`src/rtl/map_pkg.sv`:
```
package map_pkg;

    localparam int BYTE_W      = 8;
    localparam int REGION_W    = 4;
    localparam int NUM_REGIONS = 11;
    localparam int NUM_SLOTS   = 1 << REGION_W;

    typedef enum logic [REGION_W-1:0] {
        RG_ROM_FIX  = 4'd0,
        RG_ROM_SW   = 4'd1,
        RG_VRAM     = 4'd2,
        RG_XRAM     = 4'd3,
        RG_WRAM_LO  = 4'd4,
        RG_WRAM_HI  = 4'd5,
        RG_OAM      = 4'd6,
        RG_VOID     = 4'd7,
        RG_IO       = 4'd8,
        RG_HRAM     = 4'd9,
        RG_IE       = 4'd10
    } region_t;

    typedef enum logic [1:0] {
        BC_CPU  = 2'd0,
        BC_MAIN = 2'd1,
        BC_VID  = 2'd2,
        BC_WRAM = 2'd3
    } bus_class_t;

    function automatic bus_class_t slice_class(input logic [2:0] slice, input logic color);
        bus_class_t c;
        unique case (slice)
            3'd4:    c = BC_VID;
            3'd6:    c = color ? BC_WRAM : BC_MAIN;
            3'd7:    c = BC_CPU;
            default: c = BC_MAIN;
        endcase
        return c;
    endfunction

endpackage

```
`src/rtl/region_decode.sv`:
```
module region_decode
    import map_pkg::*;
#(
    parameter int BANK_W = 3,
    localparam int LOC_W = 12 + BANK_W
) (
    input  logic [15:0]       addr,
    input  logic [BANK_W-1:0] bank,
    output region_t           region,
    output logic [LOC_W-1:0]  local_addr
);

    always_comb begin
        region     = RG_VOID;
        local_addr = '0;
        unique case (addr[15:12])
            4'h0, 4'h1, 4'h2, 4'h3: begin
                region     = RG_ROM_FIX;
                local_addr = LOC_W'(addr[13:0]);
            end
            4'h4, 4'h5, 4'h6, 4'h7: begin
                region     = RG_ROM_SW;
                local_addr = LOC_W'(addr[13:0]);
            end
            4'h8, 4'h9: begin
                region     = RG_VRAM;
                local_addr = LOC_W'(addr[12:0]);
            end
            4'hA, 4'hB: begin
                region     = RG_XRAM;
                local_addr = LOC_W'(addr[12:0]);
            end
            4'hC, 4'hE: begin
                region     = RG_WRAM_LO;
                local_addr = LOC_W'(addr[11:0]);
            end
            4'hD: begin
                region     = RG_WRAM_HI;
                local_addr = {bank, addr[11:0]};
            end
            4'hF: begin
                if (addr < 16'hFE00) begin
                    region     = RG_WRAM_HI;
                    local_addr = {bank, addr[11:0]};
                end else if (addr < 16'hFEA0) begin
                    region     = RG_OAM;
                    local_addr = LOC_W'(addr[7:0]);
                end else if (addr < 16'hFF00) begin
                    region     = RG_VOID;
                end else if (addr < 16'hFF80) begin
                    region     = RG_IO;
                    local_addr = LOC_W'(addr[6:0]);
                end else if (addr != 16'hFFFF) begin
                    region     = RG_HRAM;
                    local_addr = LOC_W'(addr[6:0]);
                end else begin
                    region     = RG_IE;
                end
            end
        endcase
    end

endmodule

```
`src/rtl/bus_guard.sv`:
```
module bus_guard
    import map_pkg::*;
(
    input  logic [15:0] addr,
    input  region_t     region,
    input  logic [1:0]  vid_mode,
    input  logic        dma_busy,
    input  logic [15:0] dma_src,
    input  logic        color_model,
    input  logic [15:0] rom_size,
    output logic        rd_block,
    output logic        wr_block
);

    bus_class_t acc_class;
    bus_class_t dma_class;
    logic       dma_clash;
    logic       dma_oam;
    logic       video_busy;
    logic       rom_beyond;
    logic       void_hit;

    always_comb begin
        acc_class  = slice_class(addr[15:13], color_model);
        dma_class  = slice_class(dma_src[15:13], color_model);
        dma_clash  = dma_busy && (acc_class == dma_class) && (dma_class != BC_CPU);
        dma_oam    = dma_busy && (addr >= 16'hFE00) && (addr < 16'hFEA0);
        video_busy = ((region == RG_VRAM) && (vid_mode == 2'd3)) ||
                     ((region == RG_OAM) && vid_mode[1]);
        rom_beyond = ((region == RG_ROM_FIX) || (region == RG_ROM_SW)) && (addr >= rom_size);
        void_hit   = (region == RG_VOID);
        wr_block   = dma_clash || dma_oam || video_busy || void_hit;
        rd_block   = wr_block || rom_beyond;
    end

endmodule

```
`src/rtl/wram_bank_reg.sv`:
```
module wram_bank_reg #(
    parameter int BANK_W = 3
) (
    input  logic              clk,
    input  logic              rst_n,
    input  logic              load,
    input  logic [BANK_W-1:0] value,
    output logic [BANK_W-1:0] bank
);

    localparam logic [BANK_W-1:0] FIRST_BANK = BANK_W'(1);

    always_ff @(posedge clk) begin
        if (!rst_n) begin
            bank <= FIRST_BANK;
        end else if (load) begin
            bank <= (value == '0) ? FIRST_BANK : value;
        end
    end

endmodule

```
`src/rtl/banked_map_arbiter.sv`:
```
module banked_map_arbiter
    import map_pkg::*;
#(
    parameter int BANK_W = 3,
    localparam int LOC_W = 12 + BANK_W,
    localparam int SRC_W = NUM_REGIONS * BYTE_W
) (
    input  logic              clk,
    input  logic              rst_n,
    input  logic [15:0]       cpu_addr,
    input  logic              rd_en,
    input  logic              wr_en,
    input  logic [1:0]        vid_mode,
    input  logic              dma_busy,
    input  logic [15:0]       dma_src,
    input  logic              color_model,
    input  logic [15:0]       rom_size,
    input  logic              bank_load,
    input  logic [BANK_W-1:0] bank_value,
    input  logic [SRC_W-1:0]  src_rdata,
    output logic [REGION_W-1:0] region_sel,
    output logic [LOC_W-1:0]  local_addr,
    output logic              mem_re,
    output logic              mem_we,
    output logic [BYTE_W-1:0] rd_data,
    output logic              rd_valid
);

    logic [BANK_W-1:0] bank;
    region_t           region;
    logic              rd_block;
    logic              wr_block;
    region_t           region_q;
    logic              refuse_q;
    logic [BYTE_W-1:0] slot [NUM_SLOTS];

    wram_bank_reg #(.BANK_W(BANK_W)) u_bank (
        .clk   (clk),
        .rst_n (rst_n),
        .load  (bank_load),
        .value (bank_value),
        .bank  (bank)
    );

    region_decode #(.BANK_W(BANK_W)) u_decode (
        .addr       (cpu_addr),
        .bank       (bank),
        .region     (region),
        .local_addr (local_addr)
    );

    bus_guard u_guard (
        .addr        (cpu_addr),
        .region      (region),
        .vid_mode    (vid_mode),
        .dma_busy    (dma_busy),
        .dma_src     (dma_src),
        .color_model (color_model),
        .rom_size    (rom_size),
        .rd_block    (rd_block),
        .wr_block    (wr_block)
    );

    assign region_sel = region;
    assign mem_re     = rd_en && !rd_block;
    assign mem_we     = wr_en && !wr_block;

    for (genvar k = 0; k < NUM_SLOTS; k++) begin : g_slot
        if (k < NUM_REGIONS) begin : g_live
            assign slot[k] = src_rdata[k*BYTE_W +: BYTE_W];
        end else begin : g_dead
            assign slot[k] = '1;
        end
    end

    always_ff @(posedge clk) begin
        if (!rst_n) begin
            region_q <= RG_VOID;
            refuse_q <= 1'b1;
            rd_valid <= 1'b0;
        end else begin
            rd_valid <= rd_en;
            if (rd_en) begin
                region_q <= region;
                refuse_q <= rd_block;
            end
        end
    end

    always_comb begin
        rd_data = refuse_q ? '1 : slot[region_q];
    end

endmodule

```
`config.mk`:
```
export PLATFORM = sky130hd
export DESIGN_NAME = banked_map_arbiter
export DESIGN_NICKNAME = d
export VERILOG_FILES = /design/src/rtl/map_pkg.sv /design/src/rtl/region_decode.sv /design/src/rtl/bus_guard.sv /design/src/rtl/wram_bank_reg.sv /design/src/rtl/banked_map_arbiter.sv
export SDC_FILE = /design/constraint.sdc
export NUM_CORES = 1
export LEC_CHECK = 0
export ABC_AREA = 0
export BUFFER_PORTS_ARGS = -buffer_cell sky130_fd_sc_hd__buf_2
export CORE_AREA = 4 4 81 75
export CTS_CLUSTER_DIAMETER = 60
export DETAILED_ROUTE_END_ITERATION = 6
export DIE_AREA = 0 0 85 79
export GPL_TIMING_DRIVEN = 1
export PLACE_DENSITY = 0.8
export SYNTH_ARGS = -nofsm -noshare
export SYNTH_HDL_FRONTEND = slang
export SYNTH_SLANG_ARGS = --single-unit
```
`constraint.sdc`:
```
create_clock -name clk -period 2.43 [get_ports clk]
set_clock_uncertainty 0.05 [all_clocks]
set_input_delay 0.486 -clock clk [delete_from_list [all_inputs] [get_ports clk]]
set_output_delay 0.486 -clock clk [all_outputs]
set_load 0.005 [all_outputs]
```
# Word-level counts from Yosys, hierarchy flattened
# Cells that the tools add are included.
dict set report totals {
  register_bits 9
  latchBits 0
  mem_bits_rw 0
  romBits 0
  out_inout_bits 30
  wordCells 88
  n_memories 0
}
dict set report op_classes {
  add_sub_neg 0
  multipliers 0
  div 0
  order_cmp 7
  eq_ne 28
  shift 0
  mux 20
  bitwise 1
  n_reduce_logical 28
}
# op n
set ops {}
lappend ops {{15-bit case mux with 5 select lines} 1}
lappend ops {{16-bit less-than comparator (second input constant)} 4}
lappend ops {{15-bit 2-to-1 mux} 4}
lappend ops {{8-bit binary-select mux with 4-bit select} 1}
lappend ops {{4-bit == test (second input constant)} 8}
lappend ops {{4-bit case mux with 7 select lines} 1}
lappend ops {{4-bit by 3-bit == test with 1-bit output (second input constant)} 6}
lappend ops {{8-bit 2-to-1 mux} 3}
lappend ops {{3-bit == test (second input constant)} 6}
lappend ops {{16-bit >= comparator} 1}
lappend ops {{16-bit >= comparator (second input constant)} 1}
lappend ops {{4-bit 2-to-1 mux} 4}
lappend ops {{16-bit inequality test (second input constant)} 1}
lappend ops {{4-bit by 2-bit == test with 1-bit output (second input constant)} 3}
lappend ops {{2-bit case mux with 3 select lines} 2}
lappend ops {{4-bit OR reduction} 3}
lappend ops {{1-bit logical AND} 9}
lappend ops {{4-bit by 1-bit == test with 1-bit output (second input constant)} 2}
lappend ops {{4-bit logical NOT} 2}
lappend ops {{8-bit OR reduction} 1}
lappend ops {{7-bit 2-to-1 mux} 1}
lappend ops {{1-bit logical OR} 6}
lappend ops {{2-bit OR reduction} 3}
lappend ops {{5-bit >= comparator (second input constant)} 1}
lappend ops {{8 further kinds} 10}

# Longest topological paths before layout
dict set report depth {
  word_depth 15
  ltp_mapped 7
  mapped_depth_nobuf 7
}

# By module
# Synthesis repeated with hierarchy kept, for this count alone.
dict set report hier_totals {
  cells_unflattened 213
  area_unflattened_um2 1939.4
}
# module n_inst cells_per_inst area_per_inst_um2 seq_area_each_um2
set modules_own_cells {}
lappend modules_own_cells {banked_map_arbiter 1 79 963.4 120.1}
lappend modules_own_cells {bus_guard 1 78 554.3 0.0}
lappend modules_own_cells {region_decode 1 45 304.0 0.0}
lappend modules_own_cells {wram_bank_reg 1 11 117.6 60.1}

# Worst setup path before layout
# No wires, ideal clock.
dict set report synth_timing {
  kind {input-to-output}
  start {input rom_size[3]}
  end {output mem_re}
  arrival_time_ns 1.857
  slack_ns 0.037
  stages 7
  n_path_buf 0
  path_cell_list {inv_1 ha_1 a2111oi_2 o21ai_1 a221oi_1 nor2_1 nor4_1}
}
dict set report synth_via {
  elab_chain_len 5
}
# element line
set synth_rtl {}
lappend synth_rtl {{start, declared} banked_map_arbiter.sv:17} ;# input logic [15:0] rom_size,
lappend synth_rtl {{16-bit >= comparator} bus_guard.sv:30} ;# rom_beyond = ((region == RG_ROM_FIX) || (region == RG_ROM_SW)) && (addr >= rom_size);
lappend synth_rtl {{1-bit logical AND} bus_guard.sv:30}
lappend synth_rtl {{1-bit logical OR} bus_guard.sv:33} ;# rd_block = wr_block || rom_beyond;
lappend synth_rtl {{1-bit logical NOT} banked_map_arbiter.sv:65} ;# assign mem_re = rd_en && !rd_block;
lappend synth_rtl {{1-bit logical AND} banked_map_arbiter.sv:65}
lappend synth_rtl {{end, declared} banked_map_arbiter.sv:23} ;# output logic mem_re,
# No other way between the ends.

# Worst setup path after layout
# Ends and elaborated chain as after synthesis.

==> flow_summary.json <==
{
  "status": "complete, but fails checks",
  "violations": "setup timing",
  "synthArstFlopShare": 0,
  "grt_max_degree": 18,
  "grt_remaining_overflow": 0,
  "chipWidth_um": 85,
  "wl_met3_um": 691,
  "worst-path-max-fanout": 2,
  "vdd_drop_max_mv": 0.1860,
  "drc": 0,
  "portBuffers": 164,
  "path_class": "input pin to primary output",
  "syn_area_um2": 1943,
  "dp_slack_ps": -425.9,
  "antenna_found_initial": 0,
  "drtIter0Drc": 80,
  "rows": 25,
  "start_util": 0.3720,
  "synth_area_leaders": "mux4_2, ha_1, dfxtp_1, inv_1, mux2_2",
  "power_density_nw_per_um2": 269.2,
  "cp.required_ps": 1890,
  "die-area_um2": 6715,
  "vias": 2601,
  "wl_met1_mm": 2.856,
  "cap_violations": 0,
  "cts_made_buffers": 3,
  "wl_per_cell_um": 15.51,
  "drtAntennaViolNets": 0,
  "grt_usage": 0.2068,
  "grt_first_pass_wirelength_mm": 11.49,
  "htree_num_levels": 1,
  "area_growth_pct": 61.56,
  "cts_root_buffer": "clkbuf_8",
  "ys_seq_area_frac": 0.09272,
  "cts_hold_buf": 0,
  "die_h_um": 79,
  "routabilityCongestion": 0.8502,
  "syn_nets": 401,
  "top_layer": "met4",
  "place.detailed.hpwl_mm": 6.423,
  "worst_slack_ps": -124.4,
  "via_per_inst": 5.341,
  "drt_pre_antenna_iters": 4,
  "drv_slew": 0,
  "tightest_slew_ps": 488.2,
  "p_leak_nw": 1.598,
  "setup_viol": 1,
  "clock-sinks": 9,
  "cts_tree": "built",
  "wl_mm": 7.554,
  "cts_buffer_depth": 2,
  "critPathLaunchType": "input pin",
  "core_um2": 5224,
  "utilization": 0.6010,
  "synth-edff-count": 0,
  "avgSynthCellArea_um2": 8.199,
  "ys_ff_latch": 9,
  "place_area_um2": 2933,
  "first_global_vias": 2529,
  "relSlewSlack": 0.6741,
  "yosysTopAreaCellShare": 0.1854,
  "ios": 178,
  "period_share": 1.051,
  "grt_setup_unrepaired": "yes",
  "clk_pin_slew_ps": 40,
  "final_cells": 487,
  "syn_inst": 237,
  "fmax_mhz": 391.5,
  "synth_most_common_cell": "inv_1",
  "arrival_ps": 2020,
  "fin_crit_ps": 2554,
  "finalInstanceArea_um2": 3139,
  "min_path_type": "input pin to flop",
  "synth_largest_area_cell": "mux4_2",
  "synth_ff_type": "dfxtp_1",
  "drive_above_1_share": 0.5667,
  "nNetsFinal": 585,
  "synth_common_cells": "inv_1, ha_1, mux4_2",
  "clkLatencyLatePin_ps": 230,
  "ys_warn_count": 0,
  "n_antenna_cell": 0,
  "hold_viol": 0,
  "end_kind": "primary output",
  "route.met2.wl_mm": 3.885,
  "hold_ws_ps": 434.5,
  "placed_cells": 477,
  "synth.distinct_cells": 51
}
layout by cell type, fill, tap and decap left out, types with 4 or more instances in the layout:
master and n:
ha_1 13, o22ai_1 8, mux4_2 16, o21ai_1 7, o21ai_0 10, a21oi_1 6
nand2b_1 14, and2_1 7, nor2_1 11, o221ai_1 8, dfxtp_1 7, nand4_1 7
nand2_1 11, inv_1 32, mux2_2 8, buf_4 25, buf_2 161, o211ai_1 4
logic make-up after synthesis:
logic type,after synthesis,share of synthesized area
compound gates,65,0.2350
fa+ha+maj,16,0.1030
buf+inv,47,0.1088
flops,9,0.09272
mux,26,0.2421
simple gates,74,0.2183
through the flow:
stage,TNS (ps),total power [W]
2_1_floorplan,0,0.0004176
3_3_place_gp,-404.8,0.0006188
3_5_place_dp,-425.9,0.0006326
4_1_cts,-140.6,0.0008233
5_1_grt,-275.5,0.0009102
6_report,-124.4,0.0008449
critical path, stage by stage:
cell	delay [ps]
buf_6	100
inv_4	50
ha_4	200
a2111oi_4	300
o21ai_1	130
a221oi_2	250
buf_4	160
nor2_2	30
nor4_1	140
buf_2	160
sequential cells by signal (all words and copies together) (netlist names):
register / cells
region_q: 4
u_bank.bank: 3
rd_valid: 1
refuse_q: 1
where the power goes:
group / switching (W) / internal (W) / leakage (nW)
sequential: 0.0000136 / 0.000158 / 0.0741
combinational: 0.000213 / 0.000289 / 1.50
clock: 0.0000571 / 0.000114 / 0.0228
total: 0.000283 / 0.000562 / 1.60
area by class of cell:
cell class | count | area (µm²)
clock buffer | 4 | 45.04
fill | 476 | 2085
inverter | 33 | 126.4
multi-input combinational | 181 | 1607
sequential | 9 | 182.7
tap | 67 | 83.83
timing repair buffer | 193 | 1095
routing by layer:
metal / vias up / global-route usage
met5: - / 0
met3: 16 / 0.03734
met1: 1193 / 0.2324
li1: 1262 / -
met2: 130 / 0.3975
met4: 0 / 0.05222
path summary, 6_finish.rpt:
check	start	endpoint	slack (ps)	depth (start not counted)
max	rom_size[3]	mem_re	-120	10
min	rst_n	u_bank.bank[0]	430	2
max reg2reg	region_q[2]	region_q[2]	1380	2
min reg2reg	u_bank.bank[2]	u_bank.bank[2]	480	2
what timing repair did:
| item | 4_1_cts | 5_1_grt |
|---|---|---|
| buffers inserted | 1 | 4 |
| resized for setup | 11 | 12 |
| cloned | 0 | 1 |
| pin swaps | 5 | 2 |
| setup endpoints to repair | 1 | 10 |
Power figures use the tool's default switching activity.
